$ cat config.mk
export PLATFORM = sky130hd
export DESIGN_NAME = pnp_card_fsm
export DESIGN_NICKNAME = d
export VERILOG_FILES = /design/src/rtl/pnp_card_pkg.sv /design/src/rtl/pnp_io_decode.sv /design/src/rtl/pnp_key_detect.sv /design/src/rtl/pnp_isolate.sv /design/src/rtl/pnp_card_fsm.sv
export SDC_FILE = /design/constraint.sdc
export NUM_CORES = 1
export LEC_CHECK = 0
export BUFFER_PORTS_ARGS = -buffer_cell sky130_fd_sc_hd__buf_2
export CAP_MARGIN = 20
export CORE_ASPECT_RATIO = 0.7
export CORE_MARGIN = 3
export CORE_UTILIZATION = 53
export DETAILED_ROUTE_END_ITERATION = 10
export PLACE_DENSITY = 0.86
export SLEW_MARGIN = 20
export SYNTH_ARGS = -nofsm -noshare
export SYNTH_HDL_FRONTEND = slang
export SYNTH_HIERARCHICAL = 1
export SYNTH_SLANG_ARGS = --single-unit
$ cat constraint.sdc
create_clock -name clk -period 3.63 [get_ports clk]
set_input_delay 0.363 -clock clk [delete_from_list [all_inputs] [get_ports clk]]
set_output_delay 0.363 -clock clk [all_outputs]
set_load 0.02 [all_outputs]
$ cat src/rtl/pnp_card_pkg.sv
package pnp_card_pkg;

  typedef enum logic [1:0] {
    ST_WAIT_KEY = 2'd0,
    ST_SLEEP    = 2'd1,
    ST_ISOLATE  = 2'd2,
    ST_CONFIG   = 2'd3
  } pnp_state_e;

  localparam logic [7:0] IX_RDPORT   = 8'h00;
  localparam logic [7:0] IX_ISOLATE  = 8'h01;
  localparam logic [7:0] IX_CTRL     = 8'h02;
  localparam logic [7:0] IX_WAKE     = 8'h03;
  localparam logic [7:0] IX_RESDATA  = 8'h04;
  localparam logic [7:0] IX_STATUS   = 8'h05;
  localparam logic [7:0] IX_CSN      = 8'h06;
  localparam logic [7:0] IX_LDN      = 8'h07;
  localparam logic [7:0] IX_DEV_BASE = 8'h08;

  localparam logic [7:0] ISO_FIRST  = 8'h55;
  localparam logic [7:0] ISO_SECOND = 8'hAA;

  function automatic logic [7:0] key_lfsr_next(input logic [7:0] v);
    return {v[1] ^ v[0], v[7:1]};
  endfunction

endpackage

$ cat src/rtl/pnp_io_decode.sv
module pnp_io_decode #(
  parameter int ADDR_W = 12,
  parameter logic [ADDR_W-1:0] ADDR_PORT  = 12'h279,
  parameter logic [ADDR_W-1:0] WDATA_PORT = 12'hA79
) (
  input  logic [ADDR_W-1:0] bus_addr,
  input  logic              aen,
  input  logic              io_wr,
  input  logic              io_rd,
  input  logic [7:0]        rd_port,
  output logic              addr_wr,
  output logic              data_wr,
  output logic              data_rd
);
  localparam int HI_W = ADDR_W - 10;

  logic [ADDR_W-1:0] rd_addr;
  assign rd_addr = {{HI_W{1'b0}}, rd_port, 2'b11};

  assign addr_wr = io_wr && !aen && (bus_addr == ADDR_PORT);
  assign data_wr = io_wr && !aen && (bus_addr == WDATA_PORT);
  assign data_rd = io_rd && !aen && (bus_addr == rd_addr);
endmodule

$ cat src/rtl/pnp_key_detect.sv
module pnp_key_detect #(
  parameter int         KEY_LEN  = 32,
  parameter logic [7:0] KEY_SEED = 8'h6A
) (
  input  logic       clk,
  input  logic       rst,
  input  logic       armed,
  input  logic       wr,
  input  logic [7:0] wdata,
  output logic       done
);
  import pnp_card_pkg::*;

  localparam int CW = (KEY_LEN > 1) ? $clog2(KEY_LEN) : 1;
  localparam logic [CW-1:0] LAST = CW'(KEY_LEN - 1);

  logic [7:0]    lfsr_q;
  logic [CW-1:0] cnt_q;
  logic          match;

  assign match = (wdata == lfsr_q);
  assign done  = armed && wr && match && (cnt_q == LAST);

  always_ff @(posedge clk) begin
    if (rst || !armed) begin
      lfsr_q <= KEY_SEED;
      cnt_q  <= '0;
    end else if (wr) begin
      if (match && (cnt_q != LAST)) begin
        lfsr_q <= key_lfsr_next(lfsr_q);
        cnt_q  <= cnt_q + 1'b1;
      end else begin
        lfsr_q <= KEY_SEED;
        cnt_q  <= '0;
      end
    end
  end
endmodule

$ cat src/rtl/pnp_isolate.sv
module pnp_isolate #(
  parameter int SID_BITS = 72
) (
  input  logic                clk,
  input  logic                rst,
  input  logic                restart,
  input  logic                step,
  input  logic [SID_BITS-1:0] sid,
  input  logic [7:0]          sense,
  output logic                cur_bit,
  output logic                exhausted,
  output logic                second,
  output logic                lose
);
  import pnp_card_pkg::*;

  localparam int PW = $clog2(SID_BITS + 1);

  logic [PW-1:0]       ptr_q;
  logic                phase_q;
  logic                lost_q;
  logic [SID_BITS-1:0] shifted;

  assign shifted   = sid >> ptr_q;
  assign exhausted = (ptr_q == PW'(SID_BITS));
  assign cur_bit   = !exhausted && shifted[0];
  assign second    = phase_q;
  assign lose      = step && !exhausted && phase_q && lost_q && !cur_bit
                     && (sense == ISO_SECOND);

  always_ff @(posedge clk) begin
    if (rst || restart) begin
      ptr_q   <= '0;
      phase_q <= 1'b0;
      lost_q  <= 1'b0;
    end else if (step && !exhausted) begin
      if (!phase_q) begin
        phase_q <= 1'b1;
        lost_q  <= !cur_bit && (sense == ISO_FIRST);
      end else begin
        phase_q <= 1'b0;
        lost_q  <= 1'b0;
        ptr_q   <= ptr_q + 1'b1;
      end
    end
  end
endmodule

$ cat src/rtl/pnp_card_fsm.sv
module pnp_card_fsm #(
  parameter int ADDR_W   = 12,
  parameter int SID_BITS = 72,
  parameter int KEY_LEN  = 32,
  parameter logic [7:0] KEY_SEED = 8'h6A,
  parameter logic [ADDR_W-1:0] ADDR_PORT  = 12'h279,
  parameter logic [ADDR_W-1:0] WDATA_PORT = 12'hA79
) (
  input  logic                clk,
  input  logic                rst,
  input  logic [ADDR_W-1:0]   bus_addr,
  input  logic                aen,
  input  logic                io_wr,
  input  logic                io_rd,
  input  logic [7:0]          wdata,
  input  logic [7:0]          bus_sense,
  input  logic [SID_BITS-1:0] sid,
  input  logic                res_ready,
  input  logic [7:0]          dev_rdata,
  output logic [7:0]          rd_data,
  output logic                rd_en,
  output logic [1:0]          state_o,
  output logic [7:0]          csn_o,
  output logic [7:0]          ldn_o,
  output logic [7:0]          rd_port_o,
  output logic [7:0]          reg_idx,
  output logic                reg_wr,
  output logic [7:0]          reg_wdata,
  output logic                cfg_reset
);
  import pnp_card_pkg::*;

  pnp_state_e state_q;
  logic [7:0] idx_q, csn_q, ldn_q, rdport_q, reg_wdata_q;
  logic       reg_wr_q, cfg_reset_q;

  logic addr_wr, data_wr, data_rd;
  logic key_done;
  logic iso_step, iso_restart, iso_bit, iso_exh, iso_second, iso_lose;
  logic active, wake_match;

  pnp_io_decode #(
    .ADDR_W(ADDR_W), .ADDR_PORT(ADDR_PORT), .WDATA_PORT(WDATA_PORT)
  ) u_dec (
    .bus_addr(bus_addr), .aen(aen), .io_wr(io_wr), .io_rd(io_rd),
    .rd_port(rdport_q), .addr_wr(addr_wr), .data_wr(data_wr), .data_rd(data_rd)
  );

  pnp_key_detect #(.KEY_LEN(KEY_LEN), .KEY_SEED(KEY_SEED)) u_key (
    .clk(clk), .rst(rst), .armed(state_q == ST_WAIT_KEY),
    .wr(addr_wr), .wdata(wdata), .done(key_done)
  );

  assign active      = (state_q != ST_WAIT_KEY);
  assign wake_match  = data_wr && active && (idx_q == IX_WAKE) && (wdata == csn_q);
  assign iso_restart = wake_match;
  assign iso_step    = data_rd && (state_q == ST_ISOLATE) && (idx_q == IX_ISOLATE);

  pnp_isolate #(.SID_BITS(SID_BITS)) u_iso (
    .clk(clk), .rst(rst), .restart(iso_restart), .step(iso_step),
    .sid(sid), .sense(bus_sense), .cur_bit(iso_bit), .exhausted(iso_exh),
    .second(iso_second), .lose(iso_lose)
  );

  // State and card control registers
  always_ff @(posedge clk) begin
    reg_wr_q    <= 1'b0;
    cfg_reset_q <= 1'b0;
    if (rst) begin
      state_q     <= ST_WAIT_KEY;
      idx_q       <= '0;
      csn_q       <= '0;
      ldn_q       <= '0;
      rdport_q    <= '0;
      reg_wdata_q <= '0;
    end else begin
      if (key_done) state_q <= ST_SLEEP;
      if (addr_wr && active) idx_q <= wdata;
      if (iso_lose) state_q <= ST_SLEEP;
      if (data_wr && active) begin
        case (idx_q)
          IX_RDPORT: if (state_q == ST_ISOLATE) rdport_q <= wdata;
          IX_CTRL: begin
            if (wdata[0]) cfg_reset_q <= 1'b1;
            if (wdata[2]) begin
              csn_q    <= '0;
              rdport_q <= '0;
            end
            if (wdata[1]) state_q <= ST_WAIT_KEY;
          end
          IX_WAKE: begin
            if (wdata == csn_q)
              state_q <= (wdata == 8'h00) ? ST_ISOLATE : ST_CONFIG;
            else
              state_q <= ST_SLEEP;
          end
          IX_CSN: begin
            if (state_q == ST_ISOLATE) begin
              csn_q   <= wdata;
              state_q <= ST_CONFIG;
            end else if (state_q == ST_CONFIG) begin
              csn_q <= wdata;
            end
          end
          IX_LDN: if (state_q == ST_CONFIG) ldn_q <= wdata;
          default: begin
            if ((state_q == ST_CONFIG) && (idx_q >= IX_DEV_BASE)) begin
              reg_wr_q    <= 1'b1;
              reg_wdata_q <= wdata;
            end
          end
        endcase
      end
    end
  end

  // Read-port response
  always_comb begin
    rd_en   = 1'b0;
    rd_data = 8'h00;
    if (data_rd) begin
      if (state_q == ST_ISOLATE) begin
        if ((idx_q == IX_ISOLATE) && !iso_exh && iso_bit) begin
          rd_en   = 1'b1;
          rd_data = iso_second ? ISO_SECOND : ISO_FIRST;
        end
      end else if (state_q == ST_CONFIG) begin
        case (idx_q)
          IX_RDPORT, IX_ISOLATE, IX_CTRL, IX_WAKE: rd_en = 1'b0;
          IX_STATUS: begin
            rd_en   = 1'b1;
            rd_data = {7'b0, res_ready};
          end
          IX_CSN: begin
            rd_en   = 1'b1;
            rd_data = csn_q;
          end
          IX_LDN: begin
            rd_en   = 1'b1;
            rd_data = ldn_q;
          end
          default: begin
            rd_en   = 1'b1;
            rd_data = dev_rdata;
          end
        endcase
      end
    end
  end

  assign state_o   = state_q;
  assign csn_o     = csn_q;
  assign ldn_o     = ldn_q;
  assign rd_port_o = rdport_q;
  assign reg_idx   = idx_q;
  assign reg_wr    = reg_wr_q;
  assign reg_wdata = reg_wdata_q;
  assign cfg_reset = cfg_reset_q;
endmodule

* Word-level counts from Yosys, hierarchy flattened
Index checks and enable logic that the tools add are counted.
** Cells by class
- Add/subtract/negate cells :: 2
- Multipliers :: 0
- Divide/modulo/power cells :: 0
- $lt $le $gt $ge :: 1
- Eq/ne operators :: 21
- Shift operators :: 1
- Mux-type cells :: 31
- Bitwise logic cells :: 4
- Reductions and logical operators :: 46
** Operator list (count)
- $mux W8 :: 10
- $shr A72 B7 Y1 :: 1
- $pmux W8 S2 :: 2
- $pmux W8 S4 :: 1
- $logic_and A1 B1 Y1 :: 25
- $eq A8 B3 Y1 const B :: 3
- $eq A8 B2 Y1 const B :: 2
- $eq A8 B8 Y1 :: 2
- $logic_not A8 Y1 :: 2
- $eq A12 B10 Y1 :: 1
- $eq A12 B10 Y1 const B :: 1
- $eq A12 B12 Y1 const B :: 1
- $mux W2 :: 6
- $mux W1 :: 10
- $eq A8 B1 Y1 const B :: 1
- $eq A8 B7 Y1 const B :: 1
- $eq A8 B8 Y1 const B :: 1
- $ge A8 B4 Y1 const B :: 1
- $reduce_and A4 Y1 :: 2
- $add A7 B1 Y7 const B :: 1
- $eq A7 B7 Y1 const B :: 1
- $reduce_or A7 Y1 :: 1
- $pmux W2 S3 :: 1
- $reduce_and A3 Y1 :: 2
- other kinds (17) :: 27
** Storage, ports and cells
- Register bits :: 66
- Bits in latches :: 0
- Memory bits (writable) :: 0
- Bits in read-only memories :: 0
- Output and inout bits :: 53
- Logic and storage cells :: 119
- Memories kept :: 0

* Depth between registers and ports, before layout
Gate-level depths: netlist (run 1).
- Word-level depth :: 14
- Depth in mapped cells :: 12
- Gate-level depth less buffers :: 11

* Modules after synthesis
The synthesis (run 1) kept the hierarchy.
** By module, submodules not included
- pnp_card_fsm :: times used 1, cells an instance 242, area an instance 2224.6 um^2
- pnp_isolate :: times used 1, cells an instance 142, area an instance 1206.2 um^2
- pnp_key_detect :: times used 1, cells an instance 71, area an instance 629.4 um^2
- pnp_io_decode :: times used 1, cells an instance 20, area an instance 153.9 um^2

* Worst setup path before layout (run 1)
Ideal clock, no wire load.
- Path kind :: reg2out
- Start point :: register u_iso.ptr_q[2]
- End point :: output port rd_en
- Arrival :: 2.301 ns
- Setup slack :: 0.966 ns
- Stages on the path, launching flop included :: 9
- Path buffers :: 2
- Cell sequence :: dfxtp_1 -> buf_2 -> buf_2 -> mux2i_1 -> a221oi_1 -> a211oi_1 -> nand4_1 -> or4b_2 -> a21oi_1
** On the way
- Longest elaborated chain between the ends :: 7
- Elaborated cells on any way between the ends :: 9
** RTL lines
- start, declared :: line pnp_isolate.sv:19 : logic [PW-1:0] ptr_q;
- start signal, assigned :: line pnp_isolate.sv:43 : ptr_q <= ptr_q + 1'b1;
- parallel branches: the longest is 2 deep, another holds $shr A72 B7 Y1
- $logic_and A1 B1 Y1 (*) :: line pnp_isolate.sv:26 : assign cur_bit = !exhausted && shifted[0];
- net iso_bit :: line pnp_card_fsm.sv:39 : logic iso_step, iso_restart, iso_bit, iso_exh, iso_second, iso_lose;
- $logic_and A1 B1 Y1 (*) :: line pnp_card_fsm.sv:123 : if ((idx_q == IX_ISOLATE) && !iso_exh && iso_bit) begin
- $mux W1 (*) :: line pnp_card_fsm.sv:123
- $mux W1 (*) :: line pnp_card_fsm.sv:122 : if (state_q == ST_ISOLATE) begin
- $mux W1 (*) :: line pnp_card_fsm.sv:121 : if (data_rd) begin
- end, declared :: line pnp_card_fsm.sv:21 : output logic rd_en,
Mark *: on every way through the listed nets, which the timed path passes.

* Worst setup path after layout (run 1)
Same ends and word-level chain as after synthesis.

==> impl_metrics.toml, run 1 <==
[run_status]
outcome = "finished, final reports clean"

[worst_setup_path]
cp_max_fo = 11
crit_path_max_incr_delay_ns = 0.64
worstSetupEndpointType = "output port"
crit_chain = "buf_4 -> mux2i_1 -> a221oi_1 -> a211oi_1 -> nand4_1 -> or4b_2 -> a21oi_1 -> buf_2"
worst_setup_path_start_kind = "register"
required_ns = 3.27
critPathSlowestCell = "dfxtp_1"
critPathBufInv = 2
worstPathArrival_ns = 3.08
critPathTopFamily = "simple AND/OR/NAND/NOR gates"
critPathKind = "reg -> out"

[detailed_routing]
vias_per_cell = 6.18
route.detailed.drc = 0
ant_nets = 0
routed_wl_microns = 13400
wl_met3_microns = 1510
wire_per_inst_microns = 18.5
drt_iter0_markers = 420
highest_layer = "met4"
met1Wirelength_microns = 5580
first_pass_iters = 5
vias = 4477
route.met2.wl_microns = 6160

[synthesis]
yosys_warnings = 6
netlist_area_sq_mm = 0.00421
yosys-top-cells-area = "dfxtp_1 (31%), mux2i_1 (8.8%), nor2_1 (4.9%)"
synth_top_area_share_pct = 31.4
synth_edf_count = 0
postSynthCellCount = 475
yosys.cell_types.count = 64
syn_nets = 593
synth_area_per_cell_sq_um = 8.87
ys_seq_elements = 66
yosysTopAreaCell = "dfxtp_1"
synth_ff_type = "dfxtp_1"
async_flop_share_pct = 0
ys_seq_area_share_pct = 31.4

[clock_network]
cts_tree = "done"
cts.sinks = 66
cts_max_level = 3
cts_resized = 0
cts.clk_slew.worst_paths_ns = 0.06
cts_buffer_depth = 2
cts_hold_buf = 0
clkLatencyLatePin_ns = 0.33
cts_root_buf = "clkbuf_16"
cts_post_setup_buffers_inserted = 0
cts_made_buffers = 9

[global_route]
grt.overflow.total = 0
grt_pass1_wl_microns = 20900
grt_use_total_pct = 28.7
grt_max_degree = 37
antenna_found_initial = 0
grt_pass1_vias = 4146

[placed_design]
dp_hpwl_microns = 10000
place_congestion = 0.914
port_buffers = 166

[timing]
layout_min_cycle_time_ns = 3.44
setup_viol = 0
rsz0062_at_grt = "false"
fin_crit_sh_pct = 94.8
tightest_slew_ns = 1.08
fin_skew_ns = 0.00530
hold_viol = 0
fmaxAchievable_mhz = 291
relSlewSlack_pct = 28.1
tns_ns = 0
slew_violations = 0

[floorplanning]
die_y_microns = 80.6
fp.coreArea_sq_mm = 0.00751
ios = 167
die-area_sq_mm = 0.00907
start_util_pct = 56.1
num_rows = 26
die_w_microns = 113

[power_and_ir_drop]
p_comb_share_pct = 7.5
fin_total_pwr_mw = 1.89
internal_power_mw = 1.47
power.switching_uw = 412
p_clk_share_pct = 54.1
leakage_nw = 2.47
switching_share_pct = 21.8
seqPwrFrac_pct = 38.4
powerDensity_mw_per_mm2 = 351
ir_worst_vdd_uv = 265

[run]
drv_cap = 0

[finish]
regArea_sq_mm = 0.00132
antenna_cells = 0
area.growth.synth_to_final_pct = 27.5
final_nets = 739
layout_commonest_cell = "buf_2"
drive_above_1_share_pct = 36.1
fillCellCount = 546
multi_input_area_sq_mm = 0.00264
final_cell_mix = "buf_2 (166), dfxtp_1 (66), nor2_1 (55)"

[hold_path]
hold_class = "in -> reg"
==> registers in the layout, indices dropped and copies added, names as in the netlist <==
register / cells
csn_o: 8
ldn_o: 8
rd_port_o: 8
reg_idx: 8
reg_wdata: 8
u_key/lfsr_q: 8
u_iso/ptr_q: 7
u_key/cnt_q: 5
state_o: 2
cfg_reset: 1
reg_wr: 1
u_iso/lost_q: 1
u_iso/second: 1
==> layer usage <==
| metal | track usage [%] | up-vias |
|---|---|---|
| li1 | - | 2055 |
| met1 | 39.6 | 2110 |
| met2 | 45.2 | 290 |
| met3 | 6.25 | 22 |
| met4 | 8.28 | 0 |
| met5 | 0 | - |
==> stage by stage <==
step | cell area [sq um] | std cells | hold WS, ns | worst slack [ns] | utilization, %
4_1_cts | 5370 | 724 | 0.339 | 0.265 | 71.5
2_1_floorplan | 4210 | 475 | 0.432 | 0.966 | -
5_1_grt | 5370 | 724 | 0.353 | 0.0730 | 71.5
3_3_place_gp | 5020 | 708 | 0.442 | 0.710 | 66.8
6_report | 5370 | 724 | 0.348 | 0.190 | 71.5
3_5_place_dp | 5020 | 708 | 0.466 | 0.610 | 66.8
==> cell usage after synthesis, drive strengths merged, types with 4 or more instances <==
cell type   n
dfxtp      66
nor2       55
mux2i      37
clkbuf     21
nand2      21
xor2       21
inv        18
buf        15
mux2       15
a22o       14
o21ai      14
nand4      12
a21oi      11
nand2b     11
nand3      11
nor3       11
nor4       11
xnor2      10
a221oi      9
nor2b       9
o22ai       7
mux4        6
a2111oi     5
a211oi      5
nor4b       5
ha          4
nand3b      4
or2         4
or3         4
or4         4
==> final timing paths <==
check | end | slack (ns) | depth (start not counted) | start
worst min-delay path | u_iso/lost_q | 0.35 | 3 | bus_sense[5]
worst min register to register | u_key/cnt_q[4] | 0.47 | 2 | u_key/cnt_q[4]
worst max register to register | state_o[0] | 0.43 | 11 | u_iso/ptr_q[2]
worst max-delay path | rd_en | 0.19 | 8 | u_iso/ptr_q[2]
==> power by group through the flow <==
stage | sequential (mW) | clock [mW] | combinational (mW)
after global placement | 0.740 | 0 | 0.133
after detailed placement | 0.740 | 0 | 0.139
after CTS | 0.724 | 1.02 | 0.139
after global routing | 0.724 | 1.06 | 0.152
after floorplan | 0.740 | 0 | 0.0589
final | 0.724 | 1.02 | 0.142
==> worst register-to-register path: cells and delay by family (launching register included) <==
kind	cells	cell delay, ns
simple gates	5	1.11
compound gates	4	0.83
flops	1	0.64
mux	1	0.30
buf+inv	1	0.27
==> area by class of cell <==
class,count,share of cell area [%]
Tap cell,98,2.28
Sequential cell,66,24.6
Clock inverter,7,2.33
Timing Repair Buffer,171,16.2
Inverter,18,1.26
Clock buffer,9,4.19
Multi-Input combinational cell,355,49.2
==> cells by family (layout without fill, tap and decap cells) <==
family	count (synthesis)	after routing	synth area share [%]
AND/OR/NAND/NOR	176	176	23.6
AO/OA/AOI/OAI	86	86	15.5
flip-flops	66	66	31.4
multiplexers	58	58	16.0
buffers and inverters	54	205	5.94
XOR/XNOR	31	31	6.44
adder cells (fa/ha/maj)	4	4	1.19
(Power assumes the default switching activity.)
==> inputs of run 2 (changes only) <==
==> constraint.sdc (replaced) <==
create_clock -name clk -period 3.63 [get_ports clk]
set_input_delay 0.9075 -clock clk [delete_from_list [all_inputs] [get_ports clk]]
set_output_delay 0.9075 -clock clk [all_outputs]
set_load 0.02 [all_outputs]
==> run 2 against run 1 <==
Effect of this change: the flow now finishes with violations (negative setup slack); fmax shrank 8.1%; final cell count grew 1.1%; non-clock buffer count is 11 higher; critical path type unchanged.
==> impl_metrics.toml, run 2 (synthesis results as in run 1) <==
[timing]
fin_crit_sh_pct = 103
fin_skew_ns = 0.00564
rsz0062_at_grt = "true"
tightest_slew_ns = 1.07
slew_violations = 0
relSlewSlack_pct = 28.9
fmaxAchievable_mhz = 267
layout_min_cycle_time_ns = 3.74
hold_slack_ns = 0.473
setup_viol = 9
setup_ws_ns = -0.114
hold_viol = 0

[power_and_ir_drop]
powerDensity_mw_per_mm2 = 310
ir_worst_vdd_uv = 275
p_comb_share_pct = 8.6
p_clk_share_pct = 48.7
seqPwrFrac_pct = 42.7
power.switching_uw = 361
switching_share_pct = 21.3
fin_total_pwr_mw = 1.70
leakage_nw = 2.51
internal_power_mw = 1.34

[clock_network]
cts_buffer_depth = 2
clkLatencyLatePin_ns = 0.33
cts_max_level = 3
cts.sinks = 66
cts_tree = "done"
cts.clk_slew.worst_paths_ns = 0.05
cts_made_buffers = 9
cts_root_buf = "clkbuf_16"
cts_hold_buf = 0

[global_route]
antenna_found_initial = 0
grt.overflow.total = 0
grt_pass1_vias = 4195
grt_use_total_pct = 28.8
grt_pass1_wl_microns = 21000
grt_max_degree = 37

[placed_design]
port_buffers = 166
place_congestion = 0.904
dp_hpwl_microns = 10100

[finish]
antenna_cells = 0
fillCellCount = 529
layout_commonest_cell = "buf_2"
final_cell_mix = "buf_2 (158), dfxtp_1 (65), nor2_1 (55)"
drive_above_1_share_pct = 37.9
area.growth.synth_to_final_pct = 30.0
final_nets = 750
multi_input_area_sq_mm = 0.00267
regArea_sq_mm = 0.00132

[run_status]
violations = "negative setup slack"
outcome = "finished, violations left"

[floorplanning]
die_y_microns = 80.6
die_w_microns = 113
fp.coreArea_sq_mm = 0.00751
die-area_sq_mm = 0.00907
start_util_pct = 56.1
num_rows = 26
ios = 167

[worst_setup_path]
critPathKind = "reg -> out"
cp_max_fo = 10
worstSetupEndpointType = "output port"
worstPathArrival_ns = 2.84
worst_setup_path_start_kind = "register"
required_ns = 2.72

[detailed_routing]
route.detailed.drc = 0
ant_nets = 0
routed_wl_microns = 13700
wire_per_inst_microns = 18.7
drt_iter0_markers = 310
vias = 4515
vias_per_cell = 6.17
first_pass_iters = 5

[run]
drv_cap = 0

[hold_path]
hold_class = "reg -> reg"
## run 2: cell count changes in the layout (fill, tap and decap cells not counted), moves of 2 or more
cell / previous run / this run
buf_2: 166 / 158
buf_4: 5 / 19
buf_12: 0 / 3
clkinv_4: 2 / 0
inv_6: 2 / 0
bufinv_16: 3 / 1
buf_6: 0 / 2
## run 2: path summary, 6_finish.rpt
path,start,end,slack [ns],cells after the start
max,u_iso/ptr_q[3],rd_en,-0.11,8
max reg2reg,u_iso/ptr_q[0],state_o[0],0.28,14
min,u_iso/lost_q,u_iso/lost_q,0.47,2
min reg2reg,u_iso/lost_q,u_iso/lost_q,0.47,2
## run 2: worst max-delay path: stages (launching register included)
cell	delay, ns
dfxtp_1	0.53
nor4b_1	0.38
o21ai_0	0.14
nor3_1	0.24
a21oi_1	0.08
nand4_1	0.16
or4b_2	0.61
a21oi_1	0.19
buf_4	0.17
## run 2: power groups by stage
stage / logic (mW) / registers [mW] / clock network [mW]
floorplan: 0.0589 / 0.740 / 0
global placement: 0.133 / 0.740 / 0
detailed placement: 0.138 / 0.740 / 0
CTS: 0.142 / 0.725 / 0.828
global route: 0.157 / 0.725 / 0.862
finish: 0.146 / 0.725 / 0.826
## run 2: through the flow
| stage | setup TNS (ns) | std cells | worst slack [ns] | util (%) | cell area, sq um |
|---|---|---|---|---|---|
| floorplan | 0 | 475 | 0.138 | - | 4210 |
| global placement | -0.618 | 717 | -0.122 | 68.2 | 5130 |
| detailed placement | -1.00 | 717 | -0.165 | 68.2 | 5130 |
| CTS | -0.0163 | 731 | -0.0141 | 72.5 | 5450 |
| global route | -1.78 | 732 | -0.228 | 72.9 | 5480 |
| finish | -0.719 | 732 | -0.114 | 72.9 | 5480 |
## run 2: timing repair
action | 4_1_cts | 5_1_grt
endpoints found under the hold margin | 0 | 0
pin swaps | 5 | 3
setup buffers | 1 | 1
gates resized for setup | 10 | 6
endpoints found under the setup margin | 9 | 9
gates cloned | 0 | 0
## run 2: cell type report
cell class / instances / share of cell area [%]
clock inverters: 3 / 0.777
well taps: 98 / 2.24
multi-input cells: 355 / 48.7
clock buffers: 10 / 4.36
repair buffers: 182 / 18.5
inverters: 18 / 1.23
flip-flops and latches: 66 / 24.1
## run 2: metal layers
metal | vias to the layer above | routed length [microns] | global-route usage, %
li1 | 2065 | - | -
met1 | 2127 | 5570 | 38.0
met2 | 292 | 6410 | 46.1
met3 | 31 | 1460 | 8.89
met4 | 0 | 244 | 6.84
met5 | - | 0 | 0
